--- config.mk ---
export PLATFORM = sky130hd
export DESIGN_NAME = seg_desc_queue
export DESIGN_NICKNAME = d
export VERILOG_FILES = /design/src/rtl/seg_q_pkg.sv /design/src/rtl/seg_q_regs.sv /design/src/rtl/seg_q_store.sv /design/src/rtl/seg_q_issue.sv /design/src/rtl/seg_desc_queue.sv
export SDC_FILE = /design/constraint.sdc
export NUM_CORES = 1
export LEC_CHECK = 0
export ABC_AREA = 1
export BUFFER_PORTS_ARGS = -buffer_cell sky130_fd_sc_hd__buf_2
export CORE_MARGIN = 2
export CORE_UTILIZATION = 45
export DETAILED_ROUTE_END_ITERATION = 8
export GPL_TIMING_DRIVEN = 0
export PLACE_DENSITY_LB_ADDON = 0.08
export REMOVE_ABC_BUFFERS = 1
export SYNTH_ARGS = -nofsm -noshare
export SYNTH_HDL_FRONTEND = slang
export SYNTH_HIERARCHICAL = 1
export SYNTH_SLANG_ARGS = --single-unit
--- constraint.sdc ---
create_clock -name clk_i -period 10.97 [get_ports clk_i]
set_input_delay 2.194 -clock clk_i [delete_from_list [all_inputs] [get_ports clk_i]]
set_output_delay 2.194 -clock clk_i [all_outputs]
set_load 0.005 [all_outputs]
--- src/rtl/seg_q_pkg.sv ---
package seg_q_pkg;
  typedef enum logic [1:0] {
    SEL_CFG = 2'd0,
    SEL_ADR = 2'd1,
    SEL_CMD = 2'd2,
    SEL_NONE = 2'd3
  } reg_sel_e;

  localparam int unsigned CLR_BIT = 16;
  localparam int unsigned ALIGN_BITS = 3;
endpackage

--- src/rtl/seg_q_regs.sv ---
module seg_q_regs
  import seg_q_pkg::*;
#(
  parameter int unsigned DATA_W = 64,
  parameter int unsigned ADDR_W = 40,
  parameter int unsigned SIZE_W = 20,
  localparam int unsigned ENT_W = ADDR_W + SIZE_W
) (
  input  logic              clk_i,
  input  logic              rst_ni,
  input  logic              we_i,
  input  logic [1:0]        sel_i,
  input  logic [DATA_W-1:0] wdata_i,
  output logic              push_o,
  output logic              clr_o,
  output logic              dis_o,
  output logic [ENT_W-1:0]  ent_o
);
  localparam int unsigned AW = ADDR_W - ALIGN_BITS;

  logic [AW-1:0] adr_q;
  logic          dis_q;
  logic          cfg_wr, adr_wr, cmd_wr;
  logic          unused_wdata;

  assign cfg_wr = we_i && (reg_sel_e'(sel_i) == SEL_CFG);
  assign adr_wr = we_i && (reg_sel_e'(sel_i) == SEL_ADR);
  assign cmd_wr = we_i && (reg_sel_e'(sel_i) == SEL_CMD);
  assign unused_wdata = ^wdata_i;

  always_ff @(posedge clk_i or negedge rst_ni) begin
    if (!rst_ni) begin
      adr_q <= '0;
      dis_q <= 1'b1;
    end else begin
      if (adr_wr) adr_q <= wdata_i[ADDR_W-1:ALIGN_BITS];
      if (cfg_wr) dis_q <= wdata_i[CLR_BIT];
    end
  end

  assign push_o = cmd_wr && !dis_q;
  assign clr_o  = cfg_wr && wdata_i[CLR_BIT];
  assign dis_o  = dis_q;
  // entry: command bits above the aligned address
  assign ent_o  = {wdata_i[SIZE_W+2:0], adr_q};
endmodule

--- src/rtl/seg_q_store.sv ---
module seg_q_store #(
  parameter int unsigned DEPTH = 16,
  parameter int unsigned ENT_W = 60,
  localparam int unsigned CNT_W = $clog2(DEPTH + 1),
  localparam int unsigned PTR_W = (DEPTH > 1) ? $clog2(DEPTH) : 1
) (
  input  logic             clk_i,
  input  logic             rst_ni,
  input  logic             clr_i,
  input  logic             push_i,
  input  logic             pop_i,
  input  logic [ENT_W-1:0] ent_i,
  output logic [ENT_W-1:0] head_o,
  output logic [CNT_W-1:0] cnt_o,
  output logic             ovf_o
);
  logic [PTR_W-1:0] wr_ptr_q, rd_ptr_q;
  logic [CNT_W-1:0] cnt_q;
  logic             ovf_q;
  logic             full, push_ok, pop_ok;
  logic [ENT_W-1:0] slot_w [DEPTH];

  function automatic logic [PTR_W-1:0] ptr_nxt(input logic [PTR_W-1:0] p);
    return (p == PTR_W'(DEPTH - 1)) ? '0 : p + 1'b1;
  endfunction

  assign full    = (cnt_q == CNT_W'(DEPTH));
  assign push_ok = push_i && !full && !clr_i;
  assign pop_ok  = pop_i && (cnt_q != '0) && !clr_i;

  for (genvar e = 0; e < DEPTH; e++) begin : g_slot
    logic [ENT_W-1:0] slot_q;
    always_ff @(posedge clk_i) begin
      if (push_ok && (wr_ptr_q == PTR_W'(e))) slot_q <= ent_i;
    end
    assign slot_w[e] = slot_q;
  end

  always_ff @(posedge clk_i or negedge rst_ni) begin
    if (!rst_ni) begin
      wr_ptr_q <= '0;
      rd_ptr_q <= '0;
      cnt_q    <= '0;
      ovf_q    <= 1'b0;
    end else if (clr_i) begin
      wr_ptr_q <= '0;
      rd_ptr_q <= '0;
      cnt_q    <= '0;
      ovf_q    <= 1'b0;
    end else begin
      if (push_ok) wr_ptr_q <= ptr_nxt(wr_ptr_q);
      if (pop_ok)  rd_ptr_q <= ptr_nxt(rd_ptr_q);
      if (push_ok && !pop_ok)      cnt_q <= cnt_q + 1'b1;
      else if (pop_ok && !push_ok) cnt_q <= cnt_q - 1'b1;
      if (push_i && full) ovf_q <= 1'b1;
    end
  end

  assign head_o = slot_w[rd_ptr_q];
  assign cnt_o  = cnt_q;
  assign ovf_o  = ovf_q;
endmodule

--- src/rtl/seg_q_issue.sv ---
module seg_q_issue
  import seg_q_pkg::*;
#(
  parameter int unsigned ADDR_W = 40,
  parameter int unsigned SIZE_W = 20,
  parameter int unsigned CNT_W = 5,
  localparam int unsigned ENT_W = ADDR_W + SIZE_W,
  localparam int unsigned AW = ADDR_W - ALIGN_BITS
) (
  input  logic              clk_i,
  input  logic              rst_ni,
  input  logic              dis_i,
  input  logic              clr_i,
  input  logic [CNT_W-1:0]  cnt_i,
  input  logic [ENT_W-1:0]  head_i,
  input  logic              ack_i,
  output logic              pop_o,
  output logic              req_o,
  output logic [ADDR_W-1:0] addr_o,
  output logic [SIZE_W:0]   words_o,
  output logic              dir_o,
  output logic              swap_o,
  output logic              irq_o
);
  logic              irq_q;
  logic              int_off;
  logic [SIZE_W-1:0] size_f;

  assign size_f  = head_i[AW +: SIZE_W];
  assign dir_o   = head_i[AW + SIZE_W];
  assign swap_o  = head_i[AW + SIZE_W + 1];
  assign int_off = head_i[AW + SIZE_W + 2];

  assign req_o   = !dis_i && (cnt_i != '0);
  assign pop_o   = req_o && ack_i && !clr_i;
  assign addr_o  = {head_i[AW-1:0], {ALIGN_BITS{1'b0}}};
  assign words_o = {1'b0, size_f} + 1'b1;

  always_ff @(posedge clk_i or negedge rst_ni) begin
    if (!rst_ni) irq_q <= 1'b0;
    else         irq_q <= pop_o && !int_off;
  end

  assign irq_o = irq_q;
endmodule

--- src/rtl/seg_desc_queue.sv ---
module seg_desc_queue #(
  parameter int unsigned DEPTH  = 16,
  parameter int unsigned DATA_W = 64,
  parameter int unsigned ADDR_W = 40,
  parameter int unsigned SIZE_W = 20,
  localparam int unsigned CNT_W = $clog2(DEPTH + 1),
  localparam int unsigned ENT_W = ADDR_W + SIZE_W
) (
  input  logic              clk_i,
  input  logic              rst_ni,
  input  logic              reg_we_i,
  input  logic [1:0]        reg_addr_i,
  input  logic [DATA_W-1:0] reg_wdata_i,
  output logic [CNT_W-1:0]  count_o,
  output logic              disabled_o,
  output logic              ovf_err_o,
  output logic              seg_req_o,
  input  logic              seg_ack_i,
  output logic [ADDR_W-1:0] seg_addr_o,
  output logic [SIZE_W:0]   seg_words_o,
  output logic              seg_dir_o,
  output logic              seg_swap_o,
  output logic              done_irq_o
);
  logic             push, clr, dis, pop;
  logic [ENT_W-1:0] push_ent, head_ent;

  seg_q_regs #(.DATA_W(DATA_W), .ADDR_W(ADDR_W), .SIZE_W(SIZE_W)) i_regs (
    .clk_i  (clk_i),
    .rst_ni (rst_ni),
    .we_i   (reg_we_i),
    .sel_i  (reg_addr_i),
    .wdata_i(reg_wdata_i),
    .push_o (push),
    .clr_o  (clr),
    .dis_o  (dis),
    .ent_o  (push_ent)
  );

  seg_q_store #(.DEPTH(DEPTH), .ENT_W(ENT_W)) i_store (
    .clk_i  (clk_i),
    .rst_ni (rst_ni),
    .clr_i  (clr),
    .push_i (push),
    .pop_i  (pop),
    .ent_i  (push_ent),
    .head_o (head_ent),
    .cnt_o  (count_o),
    .ovf_o  (ovf_err_o)
  );

  seg_q_issue #(.ADDR_W(ADDR_W), .SIZE_W(SIZE_W), .CNT_W(CNT_W)) i_issue (
    .clk_i  (clk_i),
    .rst_ni (rst_ni),
    .dis_i  (dis),
    .clr_i  (clr),
    .cnt_i  (count_o),
    .head_i (head_ent),
    .ack_i  (seg_ack_i),
    .pop_o  (pop),
    .req_o  (seg_req_o),
    .addr_o (seg_addr_o),
    .words_o(seg_words_o),
    .dir_o  (seg_dir_o),
    .swap_o (seg_swap_o),
    .irq_o  (done_irq_o)
  );

  assign disabled_o = dis;
endmodule

==> results of run 1 <==
[placed cells by master (no fill, tap or decap), types with 4 or more instances in the layout]
cell        Yosys  final
clkbuf_1       58     16
nand3_1       153    153
buf_12          0     32
inv_1          88     85
edfxtp_1      960    960
buf_2         101    111
o22ai_1        48     48
buf_6          11     23
nor2_1        350    337
clkbuf_8        0     12
clkinv_2        0     21
clkinvlp_4      0      4
xor2_1         11     11
nand4_1       112    112
buf_16          0     32
dfrtp_1        52     48
xnor2_1         5      5
ha_1           10     10
a21oi_1       155    155
o211ai_1       75     75
buf_8           0      4
clkbuf_16       0    105
nor2_4          5     18
clkinv_1        0     17
o21ai_0       280    280
o21ai_1        75     75
buf_4          81      4
bufinv_16       0     14
dfrtp_4         0      4
inv_6           1      5
nand2_1       572    572
[layout make-up]
cell class | count | area share, %
well taps | 1176 | 3.13
repair buffers | 206 | 5.17
diodes | 1 | 0.00533
inverters | 93 | 0.802
clock inverters | 62 | 1.44
flip-flops and latches | 1013 | 64.3
multi-input cells | 1877 | 19.1
clock buffers | 133 | 6.08
[layer usage]
metal / global-route usage, % / vias to the layer above / part of all wire [%]
met4: 7.25 / 4 / 2.5
met3: 3.29 / 179 / 6.6
met5: 0 / - / 0.019
li1: - / 11765 / -
met2: 39.3 / 910 / 48
met1: 33.2 / 13045 / 43
[state kept, by name (all words and copies together), names as in the netlist]
name	count
i_store/cnt_o	5
i_regs/adr_q	37
i_store/rd_ptr_q	4
i_regs/dis_o	1
i_store/g_slot.slot_q	960
i_store/wr_ptr_q	4
i_store/ovf_o	1
i_issue/irq_o	1
[power groups by stage]
stage                     combinational (mW)  sequential, mW  clock [mW]
after floorplan                         1.85            4.81           0
after global placement                  2.93            5.07           0
after detailed placement                3.30            4.71           0
after CTS                               3.31            4.63        3.68
after global routing                    3.63            4.65        3.83
final                                   3.29            4.63        3.62
[worst max-delay path: stages, from the launching register on]
cell	delay [ps]
dfrtp_4	620
buf_16	260
inv_2	1040
nand2_2	860
inv_6	800
buf_16	350
nand3_1	120
nand4_1	120
nand2_1	170
ha_1	280
nand2_2	100
nor2_4	50
nand2_4	130
nor2_2	60
xor2_1	160
buf_2	140
[per-stage QoR]
stage / instances / area (um^2) / total power, mW / hold WS, ps / setup WS (ps)
CTS: 4559 / 46900 / 11.6 / 484 / 2600
global route: 4561 / 47000 / 12.1 / 508 / 2510
finish: 4561 / 47000 / 11.5 / 482 / 2680
detailed placement: 4364 / 43400 / 8.02 / 473 / 3310
global placement: 4273 / 41400 / 7.99 / 464 / -18310
floorplan: 2983 / 39400 / 6.67 / 465 / -4890
[kinds of logic (layout without fill, tap and decap cells)]
logic type	count (synthesis)	count (layout)	synth area share, %
DFF	1013	1013	73.8
adders and majority gates	11	11	0.355
and+or+nand+nor	1212	1212	12.6
AOI/OAI and AO/OA	635	635	8.40
buffers and inverters	358	494	4.56
xor gates and xnor gates	16	16	0.343
other	1	4	0.00918
[final timing paths]
path                       depth (start not counted)  slack (ps)          endpoint           startpoint
max                                               15        2680   seg_words_o[16]  i_store/rd_ptr_q[1]
min                                                2         480      i_regs/dis_o         i_regs/dis_o
max reg2reg                                        8        6600     i_issue/irq_o  i_store/rd_ptr_q[1]
min reg2reg                                        2         480      i_regs/dis_o         i_regs/dis_o
max in group asynchronous                          2        8820  i_regs/adr_q[29]               rst_ni
min in group asynchronous                          1        1490  i_regs/adr_q[24]               rst_ni
==> impl_metrics.ini, run 1 <==
[floorplan]
core-area_um2 = 90000
fp.dieW_um = 305
io_pins = 142
die_y_um = 305
start_util_pct = 45.4
dieArea_um2 = 93200
num_rows = 110

[pwr]
power.switching_mw = 3.93
ir_worst_vdd_mv = 0.183
combPwrFrac_pct = 28.5
p_sw_share_pct = 34.0
cellInternalPower_mw = 7.62
p_leak_nw = 16.4
seqPwrFrac_pct = 40.1
p_clk_share_pct = 31.4
powerDensity_nw_per_um2 = 246

[sta]
tns_ps = 0
finalHoldViolations = 0
slew_violations = 0
tightest_slew_ps = 1430
min_period_over_period_pct = 75.5
setup_viol = 0
max_freq_ghz = 0.121
rsz0062_at_grt = false
fin_crit_ps = 8290
slew_headroom_pct = 4.93
clock_skew_ps = 18.9

[global_route]
grt_pass1_vias = 25356
gr-total-overflow = 0
antenna_found_initial = 4
track_usage_pct = 23.9
grt_max_degree = 240
grt_pass1_wl_mm = 165

[final_layout]
regArea_um2 = 30200
num-fill-cells = 7529
multi_input_area_um2 = 8980
layout.nets = 3375
drive_above_1_share_pct = 12.2
syn_to_final_growth_pct = 14.9
fin_util_pct = 52.2

[cts]
ctsResizeCount = 0
cts_sinks = 1013
post_cts_buffers = 0
cts_buffers = 103
root_buffer = clkbuf_16
postCtsHoldBufs = 0
clock_latency_ps = 660
path_clk_slew_ps = 60
cts_tree = yes
htreeDepth = 3
cts_buffer_depth = 3

[logic_synthesis]
ys_ff_latch = 1013
yosysMostFrequentCell = edfxtp_1
yosysWarningCount = 6
syn-cell-area_um2 = 40900
synth.area.top_cells = edfxtp_1 71%, nand2_1 5.3%, o21ai_0 3.4%, nor2_1 3.2%, dfrtp_1 3.2%
synth_cells = 3246
synth.top_cell.area_share_pct = 70.5
ys_top_cells_by_count = 960 x edfxtp_1, 572 x nand2_1, 350 x nor2_1, 280 x o21ai_0, 155 x a21oi_1
syn_avg_cell_area_um2 = 12.6
ys.flop_type = edfxtp_1
ys_seq_area_share_pct = 73.8
ys_types = 35
yosysTopAreaCell = edfxtp_1
ys_async_sr_fraction_pct = 5.23
synth_edf_count = 960

[detailed_routing]
vias_per_cell = 5.68
drc = 0
vias = 25903
drtPass1Iterations = 8
antenna_left = 0
drt_wl_total_mm = 112
avgRoutedWirePerCell_um = 24.6
drt_iter0_drc = 2692

[min_path]
hp-class = flip-flop to flip-flop

[flow_run]
drv_cap = 0

[critical_path]
cp.required_ps = 8780
worstPathMaxFanout = 54
crit_type = flip-flop to output pin
worstSetupStartpointType = flip-flop
crit_path_end_kind = output pin
worst_ep_arrival_time_ps = 6090

[placement]
place_hpwl_mm = 62.3
place.gp.congestion = 0.788
port_buffers = 114

[outcome]
status = complete, no violations
No activity file was read; power rests on OpenSTA's default activity.
==> run 2: changes to the inputs <==
==> constraint.sdc (replaced) <==
create_clock -name clk_i -period 6.8 [get_ports clk_i]
set_input_delay 1.36 -clock clk_i [delete_from_list [all_inputs] [get_ports clk_i]]
set_output_delay 1.36 -clock clk_i [all_outputs]
set_load 0.005 [all_outputs]
==> run 2 against run 1 <==
Net effect: routed wire length rose by 0.28%; global-route usage hardly changed; clock power up 61%; final cell count barely moved; utilization about the same; largest power group unchanged; largest cell class unchanged; design area is essentially flat; sequential share of layout area shrank 0.056 points; sequential power grew 62%.
==> impl_metrics.ini, run 2 (synthesis gave the netlist of run 1 again) <==
[critical_path]
critical_path_buf_inv_count = 5
cp_slowest_stage_delay_ps = 680
worstPathMaxFanout = 54
worstSetupStartpointType = flip-flop
worstPathCellList = buf_16 -> inv_4 -> nand2_4 -> bufinv_8 -> buf_16 -> nand3_1 -> nand4_1 -> nand2_1 -> ha_1 -> nand2_2 -> nor2_4 -> nand2_4 -> nor2_2 -> xor2_1 -> buf_2
cpLargestDelayFamily = buffers and inverters
cp.required_ps = 5440
worst_ep_arrival_time_ps = 5200
crit_type = flip-flop to output pin
crit_path_end_kind = output pin
crit_slowest_cell = bufinv_8

[sta]
fin_crit_ps = 6560
finalHoldViolations = 0
min_period_over_period_pct = 96.5
timing.final.ws_setup_ps = 241
max_freq_ghz = 0.152
tightest_slew_ps = 963
slew_violations = 0
rsz0062_at_grt = false
slew_headroom_pct = 35.6
tns_ps = 0
clock_skew_ps = 17.2
setup_viol = 0

[cts]
cts_tree = yes
postCtsHoldBufs = 0
root_buffer = clkbuf_16
post_cts_buffers = 0
htreeDepth = 3
cts_sinks = 1013
clock_latency_ps = 660
cts_buffer_depth = 3
cts_buffers = 103
path_clk_slew_ps = 60

[detailed_routing]
drtPass1Iterations = 7
drt_wl_total_mm = 113
drt_iter0_drc = 2685
vias_per_cell = 5.67
drc = 0
vias = 25885
avgRoutedWirePerCell_um = 24.7
antenna_left = 0

[floorplan]
die_y_um = 305
start_util_pct = 45.4
dieArea_um2 = 93200
num_rows = 110
fp.dieW_um = 305
core-area_um2 = 90000
io_pins = 142

[global_route]
grt_pass1_wl_mm = 165
grt_pass1_vias = 25364
track_usage_pct = 23.9
antenna_found_initial = 4
grt_max_degree = 240
gr-total-overflow = 0

[pwr]
ir_worst_vdd_mv = 0.247
powerDensity_nw_per_um2 = 396
finalPower_mw = 18.6
p_leak_nw = 16.4

[min_path]
hp-class = flip-flop to flip-flop

[final_layout]
syn_to_final_growth_pct = 15.0
num-fill-cells = 7529
top_register = i_store/g_slot.slot_q
layout.nets = 3376
largest_reg_flops = 960
final_cell_mix = 960 x edfxtp_1, 572 x nand2_1, 337 x nor2_1
layout_commonest_cell = edfxtp_1
regArea_um2 = 30200
multi_input_area_um2 = 8990
fin_area_um2 = 47000
drive_above_1_share_pct = 12.2
fin_util_pct = 52.2

[placement]
place.gp.congestion = 0.788
place_hpwl_mm = 62.3
postPlaceCellArea_um2 = 43400
place_worst_setup_slack_ps = -21.9
port_buffers = 114

[flow_run]
drv_cap = 0

[outcome]
status = complete, no violations
-- run 2: changes by cell type in the layout (fill, tap and decap cells not counted), sizes merged --
| cell | delta |
|---|---|
| inv | -1 |
| bufinv | +1 |
| clkbuf | +1 |
-- run 2: report_power, final --
part / internal [mW] / switching (mW) / total, mW
Sequential: 7.11 / 0.366 / 7.48
Combinational: 1.69 / 3.63 / 5.32
Clock: 3.49 / 2.35 / 5.84
Total: 12.3 / 6.34 / 18.6
-- run 2: tightest hold or removal path, delay by kind of cell, from the launching register on --
kind	cells	cell delay, ps
DFF	1	380
and+or+nand+nor	2	100
-- run 2: per-stage QoR --
step	instances	hold slack, ps
2_1_floorplan	2983	465
3_3_place_gp	4273	464
3_5_place_dp	4364	473
4_1_cts	4559	484
5_1_grt	4562	508
6_report	4562	481
-- run 2: final cells by class --
class                           instances  area share (%)
Inverter                               93           0.825
Sequential cell                      1013            64.2
Clock inverter                         62            1.44
Antenna cell                            1         0.00532
Tap cell                             1176            3.13
Multi-Input combinational cell       1877            19.1
Timing Repair Buffer                  207            5.22
Clock buffer                          133            6.07
-- run 2: final timing paths --
check                                    start               end  slack (ps)  cells past startpoint
max                        i_store/rd_ptr_q[1]   seg_words_o[16]         240                     15
min                               i_regs/dis_o      i_regs/dis_o         480                      2
max reg2reg                i_store/rd_ptr_q[0]     i_issue/irq_o        3270                     11
min reg2reg                       i_regs/dis_o      i_regs/dis_o         480                      2
max in group asynchronous               rst_ni      i_regs/dis_o        5450                      2
min in group asynchronous               rst_ni  i_regs/adr_q[33]         670                      1
-- run 2: what timing repair did --
item                       in CTS  in global routing
resized for setup               3                  0
cloned                          0                  1
setup endpoints to repair      22                 11
-- run 2: metal layers --
layer	vias to the layer above	global-route usage, %	share of wire, %
met2	849	39.4	48
met3	179	3.26	5.8
met5	-	0	0.018
li1	11771	-	-
met1	13082	33.3	44
met4	4	6.97	2.3
